$ cat src/rtl/tdr_pkg.sv
package tdr_pkg;

   typedef enum logic [3:0] {
      S_IDLE,
      S_D0_REQ,
      S_D0_CHK,
      S_D1_REQ,
      S_D1_GET,
      S_B_REQ,
      S_B_GET,
      S_WAIT,
      S_H_REQ,
      S_H_WR
   } tdr_state_e;

endpackage

$ cat src/rtl/tdr_ring_ptr.sv
module tdr_ring_ptr #(
   parameter int RING_LEN = 4
) (
   input  logic [$clog2(RING_LEN)-1:0] idx,
   output logic [$clog2(RING_LEN)-1:0] nxt
);
   localparam int IDX_W = $clog2(RING_LEN);

   generate
      if ((1 << IDX_W) == RING_LEN) begin : g_pow2
         // natural wrap of the counter width
         assign nxt = idx + 1'b1;
      end else begin : g_cmp
         assign nxt = (idx == IDX_W'(RING_LEN - 1)) ? '0 : idx + 1'b1;
      end
   endgenerate
endmodule

$ cat src/rtl/tdr_poll_timer.sv
module tdr_poll_timer #(
   parameter int POLL_W = 8
) (
   input  logic              clk,
   input  logic              rst_n,
   input  logic              load,
   input  logic [POLL_W-1:0] gap,
   output logic              expired
);
   logic [POLL_W-1:0] cnt_q;
   logic              run_q;

   always_ff @(posedge clk or negedge rst_n) begin
      if (!rst_n) begin
         cnt_q <= '0;
         run_q <= 1'b0;
      end else if (load) begin
         cnt_q <= gap;
         run_q <= 1'b1;
      end else if (run_q) begin
         if (cnt_q == '0) run_q <= 1'b0;
         else             cnt_q <= cnt_q - 1'b1;
      end
   end

   assign expired = run_q && (cnt_q == '0);
endmodule

$ cat src/rtl/tdr_lane_sel.sv
module tdr_lane_sel #(
   parameter int DATA_W = 32
) (
   input  logic [DATA_W-1:0]              word,
   input  logic [$clog2(DATA_W/8)-1:0]    lane,
   output logic [7:0]                     byte_o
);
   localparam int LANES = DATA_W / 8;

   logic [7:0] lanes [LANES];

   generate
      for (genvar g = 0; g < LANES; g++) begin : g_lane
         assign lanes[g] = word[8*g +: 8];
      end
   endgenerate

   assign byte_o = lanes[lane];
endmodule

$ cat src/rtl/tdr_tx_ring.sv
module tdr_tx_ring
   import tdr_pkg::*;
#(
   parameter int ADDR_W   = 16,
   parameter int DATA_W   = 32,
   parameter int RING_LEN = 4,
   parameter int CNT_W    = 12,
   parameter int POLL_W   = 8
) (
   input  logic                        clk,
   input  logic                        rst_n,
   input  logic                        chan_active,
   input  logic                        tx_ready,
   input  logic [ADDR_W-1:0]           ring_base,
   input  logic [POLL_W-1:0]           poll_gap,
   output logic                        mem_rd,
   output logic                        mem_wr,
   output logic [ADDR_W-1:0]           mem_addr,
   output logic [DATA_W-1:0]           mem_wdata,
   input  logic [DATA_W-1:0]           mem_rdata,
   output logic                        tx_valid,
   output logic [7:0]                  tx_data,
   output logic                        tx_last,
   output logic                        tx_abort,
   output logic [$clog2(RING_LEN)-1:0] cur_idx,
   output logic                        err_flag,
   output logic                        busy
);
   localparam int LANES = DATA_W / 8;
   localparam int LSB_W = $clog2(LANES);
   localparam int IDX_W = $clog2(RING_LEN);
   localparam int ND_W  = $clog2(RING_LEN + 1);
   localparam int OWN_B = DATA_W - 1;
   localparam int EOF_B = DATA_W - 2;

   // elaboration-time parameter checks
   generate
      if (DATA_W % 8 != 0 || DATA_W < 16) begin : g_bad_data
         $error("tdr_tx_ring: DATA_W must be a multiple of 8 and at least 16");
      end
      if (RING_LEN < 2) begin : g_bad_ring
         $error("tdr_tx_ring: RING_LEN must be at least 2");
      end
      if (CNT_W > DATA_W - 2) begin : g_bad_cnt
         $error("tdr_tx_ring: CNT_W overlaps the flag bits");
      end
      if (ADDR_W > DATA_W) begin : g_bad_addr
         $error("tdr_tx_ring: ADDR_W wider than a data word");
      end
   endgenerate

   tdr_state_e        st;
   logic [IDX_W-1:0]  cur_q, widx, hidx, widx_nx, hidx_nx;
   logic [ND_W-1:0]   ndesc;
   logic              eof_q;
   logic [CNT_W-1:0]  cnt_q, bidx;
   logic [ADDR_W-1:0] buf_q;
   logic              poll_load, poll_done;
   logic [7:0]        lane_byte;
   logic [ADDR_W-1:0] d0w, d0h, bwa;
   logic              rd_own, rd_eof, at_end;
   logic [CNT_W-1:0]  rd_cnt;
   logic              tv_q, tl_q, ta_q, err_q;
   logic [7:0]        td_q;

   tdr_ring_ptr #(.RING_LEN(RING_LEN)) u_wnext (.idx(widx), .nxt(widx_nx));
   tdr_ring_ptr #(.RING_LEN(RING_LEN)) u_hnext (.idx(hidx), .nxt(hidx_nx));

   tdr_poll_timer #(.POLL_W(POLL_W)) u_poll (
      .clk(clk), .rst_n(rst_n), .load(poll_load), .gap(poll_gap), .expired(poll_done)
   );

   tdr_lane_sel #(.DATA_W(DATA_W)) u_lane (
      .word(mem_rdata), .lane(bidx[LSB_W-1:0]), .byte_o(lane_byte)
   );

   assign d0w    = ring_base + ADDR_W'({widx, 1'b0});
   assign d0h    = ring_base + ADDR_W'({hidx, 1'b0});
   assign bwa    = buf_q + ADDR_W'(bidx >> LSB_W);
   assign rd_own = mem_rdata[OWN_B];
   assign rd_eof = mem_rdata[EOF_B];
   assign rd_cnt = mem_rdata[CNT_W-1:0];
   assign at_end = (bidx == cnt_q - 1'b1);
   assign poll_load = (st == S_D0_CHK) && !rd_own;

   always_comb begin
      mem_rd    = 1'b0;
      mem_wr    = 1'b0;
      mem_addr  = d0w;
      mem_wdata = {1'b0, mem_rdata[DATA_W-2:0]};
      case (st)
         S_D0_REQ: mem_rd = 1'b1;
         S_D1_REQ: begin mem_rd = 1'b1; mem_addr = d0w + 1'b1; end
         S_B_REQ:  begin mem_rd = 1'b1; mem_addr = bwa;        end
         S_H_REQ:  begin mem_rd = 1'b1; mem_addr = d0h;        end
         S_H_WR:   begin mem_wr = 1'b1; mem_addr = d0h;        end
         default:  ;
      endcase
   end

   always_ff @(posedge clk or negedge rst_n) begin
      if (!rst_n) begin
         st    <= S_IDLE;
         cur_q <= '0;
         widx  <= '0;
         hidx  <= '0;
         ndesc <= '0;
         eof_q <= 1'b0;
         cnt_q <= '0;
         bidx  <= '0;
         buf_q <= '0;
         tv_q  <= 1'b0;
         tl_q  <= 1'b0;
         ta_q  <= 1'b0;
         td_q  <= '0;
         err_q <= 1'b0;
      end else begin
         tv_q <= 1'b0;
         tl_q <= 1'b0;
         ta_q <= 1'b0;
         case (st)
            S_IDLE: if (chan_active && tx_ready) begin
               widx  <= cur_q;
               ndesc <= '0;
               st    <= S_D0_REQ;
            end
            S_D0_REQ: st <= S_D0_CHK;
            S_D0_CHK: begin
               if (!rd_own) begin
                  st <= S_WAIT;
               end else begin
                  ndesc <= ndesc + 1'b1;
                  eof_q <= rd_eof;
                  cnt_q <= rd_cnt;
                  if (rd_cnt == '0) begin
                     err_q <= 1'b1;
                     ta_q  <= 1'b1;
                     widx  <= widx_nx;
                     hidx  <= cur_q;
                     st    <= S_H_REQ;
                  end else begin
                     st <= S_D1_REQ;
                  end
               end
            end
            S_D1_REQ: st <= S_D1_GET;
            S_D1_GET: begin
               buf_q <= mem_rdata[ADDR_W-1:0];
               bidx  <= '0;
               st    <= S_B_REQ;
            end
            S_B_REQ: st <= S_B_GET;
            S_B_GET: begin
               tv_q <= 1'b1;
               td_q <= lane_byte;
               tl_q <= eof_q && at_end;
               bidx <= bidx + 1'b1;
               if (at_end) begin
                  widx <= widx_nx;
                  if (eof_q) begin
                     hidx <= cur_q;
                     st   <= S_H_REQ;
                  end else begin
                     st   <= S_D0_REQ;
                  end
               end else begin
                  st <= S_B_REQ;
               end
            end
            S_WAIT: if (poll_done) st <= (ndesc == '0) ? S_IDLE : S_D0_REQ;
            S_H_REQ: st <= S_H_WR;
            S_H_WR: begin
               hidx  <= hidx_nx;
               ndesc <= ndesc - 1'b1;
               if (ndesc == ND_W'(1)) begin
                  cur_q <= widx;
                  st    <= S_IDLE;
               end else begin
                  st <= S_H_REQ;
               end
            end
            default: st <= S_IDLE;
         endcase
      end
   end

   assign tx_valid = tv_q;
   assign tx_data  = td_q;
   assign tx_last  = tl_q;
   assign tx_abort = ta_q;
   assign cur_idx  = cur_q;
   assign err_flag = err_q;
   assign busy     = (st != S_IDLE);
endmodule

$ cat config.mk
export PLATFORM = sky130hd
export DESIGN_NAME = tdr_tx_ring
export DESIGN_NICKNAME = d
export VERILOG_FILES = /design/src/rtl/tdr_pkg.sv /design/src/rtl/tdr_ring_ptr.sv /design/src/rtl/tdr_poll_timer.sv /design/src/rtl/tdr_lane_sel.sv /design/src/rtl/tdr_tx_ring.sv
export SDC_FILE = /design/constraint.sdc
export NUM_CORES = 1
export LEC_CHECK = 0
export ABC_AREA = 1
export BUFFER_PORTS_ARGS = -buffer_cell sky130_fd_sc_hd__buf_2
export CORE_MARGIN = 2
export CORE_UTILIZATION = 53
export CTS_BUF_LIST = sky130_fd_sc_hd__clkbuf_8
export DETAILED_ROUTE_END_ITERATION = 10
export GPL_ROUTABILITY_DRIVEN = 0
export PLACE_DENSITY = 0.8
export SETUP_SLACK_MARGIN = 0.02
export SLEW_MARGIN = 20
export SYNTH_ARGS = -nofsm -noshare
export SYNTH_HDL_FRONTEND = slang
export SYNTH_SLANG_ARGS = --single-unit
export TNS_END_PERCENT = 20
$ cat constraint.sdc
create_clock -name clk -period 2.8 [get_ports clk]
set_clock_uncertainty 0.2 [all_clocks]
set_input_delay 0.56 -clock clk [delete_from_list [all_inputs] [get_ports clk]]
set_output_delay 0.56 -clock clk [all_outputs]
set_load 0.03 [all_outputs]
==> impl_metrics.json <==
{
  "fmax_ghz": 0.289,
  "final_common_cell": "nand2_1",
  "clockBufferDepth": 2,
  "max_cap_violations": 0,
  "grt_setup_unrepaired": "true",
  "top_layer": "met4",
  "synth_cell_types": 50,
  "syn_area_per_cell_um2": 6.70,
  "hold_violations": 0,
  "tightest_slew_ns": 0.824,
  "fin_util_pct": 67.7,
  "p_leak_nw": 4.07,
  "powerDensity_nw_per_um2": 830,
  "track_usage_pct": 29.0,
  "nets": 1237,
  "antenna_left": 0,
  "antenna_found_initial": 0,
  "cp-start-kind": "register",
  "root_buffer": "clkbuf_8",
  "dp_slack_ns": -0.569,
  "hp-class": "primary input to register",
  "required_ns": 2.04,
  "routed_wl_um": 18900,
  "pin_count": 125,
  "fillCellCount": 1075,
  "clkTransAtPathRegs_ns": 0.08,
  "crit_type": "register to output pin",
  "synth_top_area_share_pct": 28.7,
  "setup_slack_ns": -0.658,
  "wl_per_cell_um": 14.5,
  "synth_nets": 1060,
  "synthFlopType": "dfrtp_1",
  "seqCellArea_um2": 1880,
  "timing.final.crit_share_pct": 124,
  "synth_cells": 975,
  "met3_length_um": 1190,
  "clock-sinks": 75,
  "num_antenna_cells": 0,
  "synth_seq_cells": 75,
  "min_from": "poll_gap[0]",
  "htree_levels": 3,
  "met1_length_um": 8230,
  "die_w_um": 115,
  "grt_pass1_vias": 6565,
  "dr_wl_met2_um": 8880,
  "vias_per_cell": 5.47,
  "synth_area_leader_cell": "dfrtp_1",
  "period_needed_ns": 3.46,
  "slew_headroom_pct": 44.9,
  "grt_pass1_wl_um": 30500,
  "violations": "setup timing",
  "vias": 7135,
  "dieArea_um2": 13200,
  "drc": 0,
  "synth_edf_count": 0,
  "final_cell_mix": "216 x nand2_1, 112 x inv_1, 109 x buf_2",
  "port-buffer-count": 123,
  "grt_max_degree": 45,
  "dieHeight_um": 115,
  "startpoint": "widx[0]$_DFFE_PN0P_",
  "dpl.hpwl_um": 14700,
  "core_um2": 12000,
  "setup_viol_count_final": 14,
  "crit_fanout": 5,
  "rows": 40,
  "yosysWarnings": 0,
  "status": "finished with violations",
  "syn_to_final_growth_pct": 24.5,
  "max-vdd-ir-drop_mv": 0.565,
  "netlist_area_um2": 6540,
  "holdWs_ns": 0.211,
  "drive_gt1_share_pct": 27.5,
  "first_pass_iters": 6,
  "synth-seq-area-share_pct": 28.7,
  "drtIter0Drc": 629,
  "synth_area_leaders": "dfrtp_1 29%, nand2_1 13%, o21ai_0 6.7%",
  "ys_async_sr_fraction_pct": 100,
  "grt.overflow.total": 0,
  "regToRegStartpoint": "bidx[1]$_DFFE_PN0P_",
  "endpoint_kind": "output pin",
  "clk_latency_ns": 0.37,
  "slew_violations": 0,
  "cts_buffers": 9,
  "start_util_pct": 54.4,
  "multi_input_area_um2": 3970,
  "arrival_ns": 2.70,
  "cts_tree": "yes"
}
[logic make-up after synthesis]
group | share of synthesized area (%)
and+or+nand+nor | 35.6
buffers and inverters | 12.4
AOI/OAI and AO/OA | 15.0
DFF | 28.7
adders and majority gates | 5.13
xor gates and xnor gates | 2.97
other | 0.0574
muxes | 0.153
[synth_stat cells, types with 8 or more instances]
cell / number
xor2_1: 9
o22ai_1: 9
clkbuf_1: 12
nand2_1: 218
dfrtp_1: 75
nor2_4: 8
o21ai_1: 8
nand3_1: 85
nand2_2: 11
buf_4: 32
o211ai_1: 9
nor3_1: 9
nand4_1: 26
a21oi_1: 41
nor2_1: 98
inv_2: 15
ha_1: 22
o21ai_0: 87
a31oi_1: 11
nor2_2: 10
inv_1: 114
[routing by layer]
layer	vias to the layer above	global-route usage, %
met5	-	0
met4	0	11.7
met3	47	4.01
met2	294	47.8
met1	3256	38.7
li1	3538	-
[final cells by class]
cell class                      instances  share of cell area (%)
Multi-Input combinational cell        720                    48.8
Sequential cell                        75                    23.1
Timing Repair Buffer                  213                    16.9
Inverter                              133                    6.17
Tap cell                              147                    2.26
Clock buffer                           11                    1.86
Clock inverter                          5                   0.923
[worst max-delay path, stage by stage (launching register included)]
cell and delay, ns:
dfrtp_1 0.42, ha_4 0.18, inv_2 0.05, fa_2 0.46, inv_2 0.09, nand2_2 0.06, nor2_1 0.09, nand2_1 0.10
nor2_4 0.15, nand3_4 0.11, nor2_4 0.16, nand3_1 0.13, nand3_2 0.12, nand3_2 0.07, buf_6 0.14
[per-stage QoR]
step                area [µm²]  std cells  power (mW)  TNS (ns)
floorplan                 6570        975        4.45     -2.08
CTS                       8050       1299        6.68     -6.67
finish                    8140       1304        6.76     -7.10
global route              8140       1304        7.29     -8.73
global placement          7690       1280        5.43     -4.90
detailed placement        7690       1280        5.54     -5.31
[sequential cells by signal, indices dropped and copies added, names as in the netlist]
| register | count |
|---|---|
| buf_q | 16 |
| bidx | 12 |
| cnt_q | 12 |
| tx_data | 8 |
| u_poll.cnt_q | 8 |
| st | 4 |
| ndesc | 3 |
| cur_idx | 2 |
| hidx | 2 |
| widx | 2 |
| eof_q | 1 |
| err_flag | 1 |
| tx_abort | 1 |
| tx_last | 1 |
| tx_valid | 1 |
| u_poll.run_q | 1 |
[path summary, 6_finish.rpt]
kind | end | slack (ns) | cells past startpoint
min reg2reg | err_flag$_DFFE_PN0P_ | 0.28 | 1
max in group asynchronous | tx_abort$_DFF_PN0_ | 1.28 | 3
min in group asynchronous | tx_data[1]$_DFFE_PN0P_ | 0.53 | 2
min | u_poll.cnt_q[0]$_DFFE_PN0P_ | 0.21 | 3
max reg2reg | bidx[11]$_DFFE_PN0P_ | 0.48 | 11
max | mem_addr[14] | -0.66 | 14
[repair_timing]
action,in CTS,in global routing
hold buffers,1,0
pin swaps,10,7
hold endpoints to repair,21,0
buffers inserted,2,5
gates resized for setup,32,13
setup endpoints to repair,15,17
[power by group]
group	switching, mW	internal (mW)	total [mW]
Clock	0.420	0.546	0.965
Combinational	2.54	1.43	3.97
Sequential	0.346	1.48	1.82
Power figures use the tool's default switching activity.
